--- src/rtl/fsk_serial_out.sv ---
module fsk_serial_out #(
  parameter int CLK_PER_MS = 4000,
  parameter int HOLD_MS    = 8,
  parameter int SETTLE_CYC = 4000,
  parameter int DCLK_W     = 8,
  parameter int BIT_CYC    = 3333
) (
  input  logic clk,
  input  logic rst_n,
  input  logic demod_en,
  input  logic level_ok,
  input  logic bit_in,
  input  logic bit_vld,
  input  logic mode_host,
  input  logic dclk_in,
  output logic dclk_out,
  output logic data_out,
  output logic rdy_n,
  output logic carrier_n
);
  localparam int DW = $clog2(CLK_PER_MS + 1);
  localparam int HW = $clog2(HOLD_MS + 1);
  localparam int SW = $clog2(SETTLE_CYC + 1);
  localparam int PW = $clog2(DCLK_W + 2);
  localparam int BW = $clog2(BIT_CYC + 1);

  // carrier qualifier
  logic [DW-1:0] div_q;
  logic [HW-1:0] ms_q;
  logic          car_n;
  wire pend = (level_ok == car_n);
  wire tick = (div_q == DW'(CLK_PER_MS - 1));

  always_ff @(posedge clk or negedge rst_n)
    if (!rst_n) begin
      div_q <= '0; ms_q <= '0; car_n <= 1'b1;
    end else if (!pend) begin
      div_q <= '0; ms_q <= '0;
    end else if (tick) begin
      div_q <= '0;
      if (ms_q == HW'(HOLD_MS - 1)) begin
        ms_q  <= '0;
        car_n <= ~car_n;
      end else ms_q <= ms_q + 1'b1;
    end else div_q <= div_q + 1'b1;

  // enable settling
  logic [SW-1:0] set_q;
  wire en_ok = demod_en && (set_q == SW'(SETTLE_CYC));
  always_ff @(posedge clk or negedge rst_n)
    if (!rst_n)         set_q <= '0;
    else if (!demod_en) set_q <= '0;
    else if (!en_ok)    set_q <= set_q + 1'b1;

  wire act  = en_ok & ~car_n;
  wire take = act & bit_vld;

  // shared frame receiver
  logic [3:0] fcnt;
  logic [7:0] rx;
  wire done = take && (fcnt == 4'd9) && bit_in;

  always_ff @(posedge clk or negedge rst_n)
    if (!rst_n) begin
      fcnt <= '0; rx <= '0;
    end else if (!act) fcnt <= '0;
    else if (take) begin
      if (fcnt == 4'd0) begin
        if (!bit_in) fcnt <= 4'd1;
      end else if (fcnt == 4'd9) fcnt <= 4'd0;
      else begin
        rx   <= {bit_in, rx[7:1]};
        fcnt <= fcnt + 4'd1;
      end
    end

  // device-clocked path
  logic          d0;
  logic [PW-1:0] pcnt;
  logic [BW-1:0] rcnt;
  always_ff @(posedge clk or negedge rst_n)
    if (!rst_n) begin
      d0 <= 1'b1; pcnt <= '0; rcnt <= '0;
    end else if (!act || mode_host) begin
      d0 <= 1'b1; pcnt <= '0; rcnt <= '0;
    end else begin
      if (bit_vld) begin
        d0   <= bit_in;
        pcnt <= PW'(DCLK_W + 1);
      end else if (pcnt != '0) pcnt <= pcnt - 1'b1;
      if (done) rcnt <= BW'(BIT_CYC);
      else if (rcnt != '0) rcnt <= rcnt - 1'b1;
    end

  // host-clocked path
  logic [2:0] sync_q;
  logic [7:0] sh;
  logic [2:0] bc;
  logic       rdy1;
  wire fall = sync_q[2] & ~sync_q[1];

  always_ff @(posedge clk or negedge rst_n)
    if (!rst_n) sync_q <= 3'b111;
    else        sync_q <= {sync_q[1:0], dclk_in};

  always_ff @(posedge clk or negedge rst_n)
    if (!rst_n) begin
      sh <= '1; bc <= '0; rdy1 <= 1'b1;
    end else if (!act || !mode_host) begin
      bc <= '0; rdy1 <= 1'b1;
    end else if (done) begin
      sh <= rx; bc <= '0; rdy1 <= 1'b0;
    end else if (fall && !rdy1) begin
      sh <= {1'b1, sh[7:1]};
      bc <= bc + 3'd1;
      if (bc == 3'd7) rdy1 <= 1'b1;
    end

  assign dclk_out  = mode_host | ~((pcnt != '0) && (pcnt <= PW'(DCLK_W)));
  assign data_out  = mode_host ? sh[0] : d0;
  assign rdy_n     = mode_host ? rdy1 : (rcnt == '0);
  assign carrier_n = car_n;


  car_fall_chk: assert property (@(posedge clk) disable iff (!rst_n)
    $fell(carrier_n) |-> $past(level_ok));

  car_rise_chk: assert property (@(posedge clk) disable iff (!rst_n)
    $rose(carrier_n) |-> !$past(level_ok));

  dclk_hold_chk: assert property (@(posedge clk) disable iff (!rst_n)
    (!mode_host && $fell(dclk_out)) |-> $stable(data_out));

  dev_rdy_chk: assert property (@(posedge clk) disable iff (!rst_n)
    (!mode_host && $fell(rdy_n)) |-> $past(bit_vld && bit_in));

  host_rdy_chk: assert property (@(posedge clk) disable iff (!rst_n)
    (mode_host && $fell(rdy_n)) |-> $past(!carrier_n));
endmodule

--- config.mk ---
export PLATFORM = sky130hd
export DESIGN_NAME = fsk_serial_out
export DESIGN_NICKNAME = d
export VERILOG_FILES = /design/src/rtl/fsk_serial_out.sv
export SDC_FILE = /design/constraint.sdc
export NUM_CORES = 1
export LEC_CHECK = 0
export ABC_AREA = 1
export ABC_CLOCK_PERIOD_IN_PS = 4200
export BUFFER_PORTS_ARGS = -buffer_cell sky130_fd_sc_hd__buf_2
export CAP_MARGIN = 0
export CORE_MARGIN = 3
export CORE_UTILIZATION = 40
export CTS_CLUSTER_SIZE = 16
export DETAILED_ROUTE_END_ITERATION = 12
export GPL_ROUTABILITY_DRIVEN = 0
export GPL_TIMING_DRIVEN = 0
export SLEW_MARGIN = 0
export SYNTH_ARGS = -nofsm -noshare
export SYNTH_HDL_FRONTEND = slang
export SYNTH_SLANG_ARGS = --single-unit
--- constraint.sdc ---
create_clock -name clk -period 4.2 [get_ports clk]
set_input_delay 0.42 -clock clk [delete_from_list [all_inputs] [get_ports clk]]
set_output_delay 0.42 -clock clk [all_outputs]
set_load 0.05 [all_outputs]
# Word-level counts from Yosys, hierarchy flattened
# Cells that the tools add are included.
[totals]
register_bits = 73
[op_classes]
n_eq_ne = 10
magnitude_cmp = 1
n_addsub = 7
mux = 31
n_bitwise = 10
reduce_logical = 25
[ops]
columns = ["cell", "n"]
rows = [
  ["12-bit two-way mux", 7],
  ["4-bit two-way mux", 11],
  ["12-bit by 1-bit adder with 12-bit output (second input constant)", 2],
  ["12-bit equality test (second input constant)", 2],
  ["8-bit two-way mux", 2],
  ["12-bit zero test", 1],
  ["12-bit nonzero test", 1],
  ["3-bit nonzero test", 4],
  ["12-bit by 1-bit subtractor with 12-bit output (second input constant)", 1],
  ["3-bit two-way mux", 3],
  ["4-bit by 1-bit adder with 4-bit output (second input constant)", 2],
  ["1-bit two-way mux", 8],
  ["1-bit NOT", 6],
  ["2-bit AND reduction", 3],
  ["1-bit logical AND", 5],
  ["4-bit by 3-bit equality test with 1-bit output (second input constant)", 1],
  ["4-bit equality test (second input constant)", 1],
  ["4-bit <= comparator (second input constant)", 1],
  ["4-bit zero test", 1],
  ["2-bit by 1-bit inequality test with 1-bit output (second input constant)", 2],
  ["4-bit AND reduction", 1],
  ["2-bit nonzero test", 2],
  ["4-bit nonzero test", 1],
  ["4-bit by 1-bit subtractor with 4-bit output (second input constant)", 1],
  ["10 further kinds", 15],
]

# Longest topological paths before layout
[depth]
ltp_word = 8
depth_mapped = 12
mapped_depth_nobuf = 12

# Worst setup path before layout
# OpenSTA, ideal clock, no wires.
[synth_path]
path_kind = "reg-to-output"
from = "register rcnt[0]"
to = "output rdy_n"
arrival_time_ns = 1.879
path_buffers = 1
stages_incl_launch_ff = 8
slack_ns = 1.901
required_ns = 3.780
path_cell_list = "dfrtp_1 -> inv_1 -> ha_1 -> nand2_1 -> nor2_1 -> nand3_1 -> buf_2 -> a21oi_1"
[synth_via]
elab_chain_cells = 2
[synth_rtl]
columns = ["element", "line_no", "source"]
rows = [
  ["from (decl)", "80", "logic [BW-1:0] rcnt;"],
  ["from (signal assigned)", "91", "if (done) rcnt <= BW'(BIT_CYC);"],
  ["from (signal assigned)", "92", "else if (rcnt != '0) rcnt <= rcnt - 1'b1;"],
  ["12-bit zero test", "121", "assign rdy_n = mode_host ? rdy1 : (rcnt == '0);"],
  ["1-bit two-way mux", "121", ""],
  ["to (decl)", "18", "output logic rdy_n,"],
]
# No other way between the ends.

# Final worst setup path
# Same ends and word-level chain as after synthesis.

==> impl_metrics.env <==
export IMPL_worstPathMaxFanout=10
export IMPL_p_total_mw=1.33
export IMPL_ys_async_sr_fraction=1.00
export IMPL_postRouteWirelength_um=7260
export IMPL_clkSinkCount=73
export IMPL_ant_nets=0
export IMPL_post_dp_hpwl_um=5180
export IMPL_fmax_mhz=411
export IMPL_num_rows=35
export IMPL_synth_seq_cells=73
export IMPL_clk_latency_ns=0.36
export IMPL_timing_final_crit_share=0.579
export IMPL_cp_end_kind="primary output"
export IMPL_via_per_inst=4.75
export IMPL_syn_instance_count=476
export IMPL_finalClockSkew_ns=0.0158
export IMPL_vias=3009
export IMPL_dieHeight_um=105
export IMPL_initial_utilization=0.417
export IMPL_reg2reg_slack_ns=2.33
export IMPL_yosys_top_cells_area="dfrtp_1 38%, nand2_1 9.8%, dfstp_2 9.5%, inv_1 7.1%, nand3_1 4.2%"
export IMPL_syn_area_sq_um=3890
export IMPL_cts_root_buf="clkbuf_8"
export IMPL_wire_per_inst_um=11.4
export IMPL_synth_largest_area_cell="dfrtp_1"
export IMPL_synth_edf_count=0
export IMPL_route_detailed_drc=0
export IMPL_antenna_found_initial=0
export IMPL_boundaryPins=12
export IMPL_min_path_type="input pin to flop"
export IMPL_tightest_slew_ns=0.544
export IMPL_synth_avg_cell_area_sq_um=8.17
export IMPL_rsz0062_at_grt="false"
export IMPL_port_buffers=11
export IMPL_p_leak_nw=2.08
export IMPL_htree_levels=3
export IMPL_die_w_um=105
export IMPL_grt_use_total=0.144
export IMPL_core_sq_um=9330
export IMPL_cts_clk_slew_worst_paths_ns=0.08
export IMPL_nets=521
export IMPL_ys_types=39
export IMPL_drive_gt1_frac=0.147
export IMPL_powerDensity_nw_per_um2=306
export IMPL_yosysWarnings=0
export IMPL_detailedRoute_firstPassIterationCount=4
export IMPL_outcome="finished clean"
export IMPL_syn_num_nets=497
export IMPL_grt_max_degree=63
export IMPL_synth_most_common_cell="nand2_1"
export IMPL_seq_area_frac_synth=0.474
export IMPL_cp_start_kind="flop"
export IMPL_grt_overflow=0
export IMPL_cts_buffers=9
export IMPL_tns_ns=0
export IMPL_areaGrowthSynthToFinish_pct=11.9
export IMPL_drt_first_iter_violations=92
export IMPL_cp_required_ns=3.78
export IMPL_grt_pass1_wl_um=13100
export IMPL_cap_violations=0
export IMPL_tritoncts="done"
export IMPL_num_antenna_cells=0
export IMPL_cts_resized=0
export IMPL_hold_buffers=1
export IMPL_grt_pass1_vias=2944
export IMPL_relSlewSlack=0.635
export IMPL_synth_top_area_frac=0.380
export IMPL_slew_violations=0
export IMPL_setup_violations=0
export IMPL_max_vdd_ir_drop_uv=187
export IMPL_cp_arrival_ns=2.01
export IMPL_synth_main_ff_cell="dfrtp_1"
export IMPL_worstSetupPathType="flop to primary output"
export IMPL_dieArea_sq_um=10900
export IMPL_period_minus_slack_ns=2.43
export IMPL_synthTopCellsByCount="102 x nand2_1, 74 x inv_1, 59 x dfrtp_1, 42 x nor2_1, 33 x nand3_1"
export IMPL_clockBufferDepth=2
export IMPL_finalHoldViolations=0
export IMPL_postCtsSetupRepairBufs=0
==> power by group <==
group	total, mW	leakage [nW]	internal, mW	switching [mW]
clock network	0.565	0.0985	0.291	0.274
logic	0.0496	1.02	0.0144	0.0352
registers	0.717	0.965	0.711	0.00591
==> final timing paths <==
path,startpoint,to,depth (start not counted)
min in group asynchronous,rst_n,rcnt[8],2
setup / recovery,rcnt[0],rdy_n,8
setup reg to reg,div_q[0],div_q[3],8
max in group asynchronous,rst_n,sh[5],3
hold reg to reg,sync_q[0],sync_q[1],0
hold / removal,dclk_in,sync_q[0],1
==> critical path, stage by stage (launching register included) <==
cell and delay (ns):
dfrtp_1 0.39, inv_1 0.11, ha_1 0.16, nand2_1 0.05, nor2_1 0.13, nand3_1 0.17, buf_2 0.24, a21oi_1 0.14
buf_2 0.28
==> per-stage QoR <==
stage / std cells / hold slack, ns / util / setup slack, ns / instance area (sq um)
2_1_floorplan: 476 / 0.124 / - / 1.90 / 3890
3_3_place_gp: 616 / 0.347 / 0.440 / 2.14 / 4110
3_5_place_dp: 617 / 0.285 / 0.443 / 2.16 / 4140
4_1_cts: 634 / 0.180 / 0.467 / 1.76 / 4350
5_1_grt: 634 / 0.176 / 0.467 / 1.55 / 4350
6_report: 634 / 0.201 / 0.467 / 1.77 / 4350
==> cells in the final DEF, fill, tap and decap left out, types with 3 or more instances in the layout <==
cell type  synthesis  routed
buf_4              3       4
dfrtp_1           59      59
nor2_2             6       6
nor2_1            42      42
o21ai_0           24      24
clkbuf_8           0      10
a21oi_2            4       4
xor2_1             7       7
dfstp_2           14      14
inv_1             74      74
nand2_1          102     102
o211ai_1           3       3
nand2_2            4       4
buf_2              1      11
nor3_1            12      12
a21oi_1           29      29
nand4_1           14      14
xnor2_1            5       5
nand3_1           33      33
ha_1              13      13
==> final cells by class <==
type,count,area [sq um]
Tap cell,129,161
Clock buffer,10,138
Timing Repair Buffer,13,95.1
Buffer,7,46.3
Multi-Input combinational cell,318,1710
Clock inverter,6,67.6
Sequential cell,73,1840
Inverter,78,294
Fill cell,908,4980
==> layer usage <==
layer / wire length (um) / GRT usage / vias to the layer above
met4: 84 / 0.0384 / 0
li1: - / - / 1574
met2: 3340 / 0.231 / 29
met1: 3610 / 0.191 / 1399
met3: 216 / 0.0414 / 7
met5: 0 / 0 / -
==> state kept, by name (all words and copies together), names as in the netlist, 4 cells and up <==
signal and count:
ms_q 4, sh 8, fcnt 4, rcnt 12, rx 8, pcnt 4, set_q 12, div_q 12
==> logic make-up after synthesis <==
family | share of synthesized area
AND/OR/NAND/NOR | 0.275
buffers and inverters | 0.0875
flip-flops | 0.474
AO/OA/AOI/OAI | 0.0920
adder cells (fa/ha/maj) | 0.0418
XOR/XNOR | 0.0270
multiplexers | 0.00257
Power figures use the tool's default switching activity.
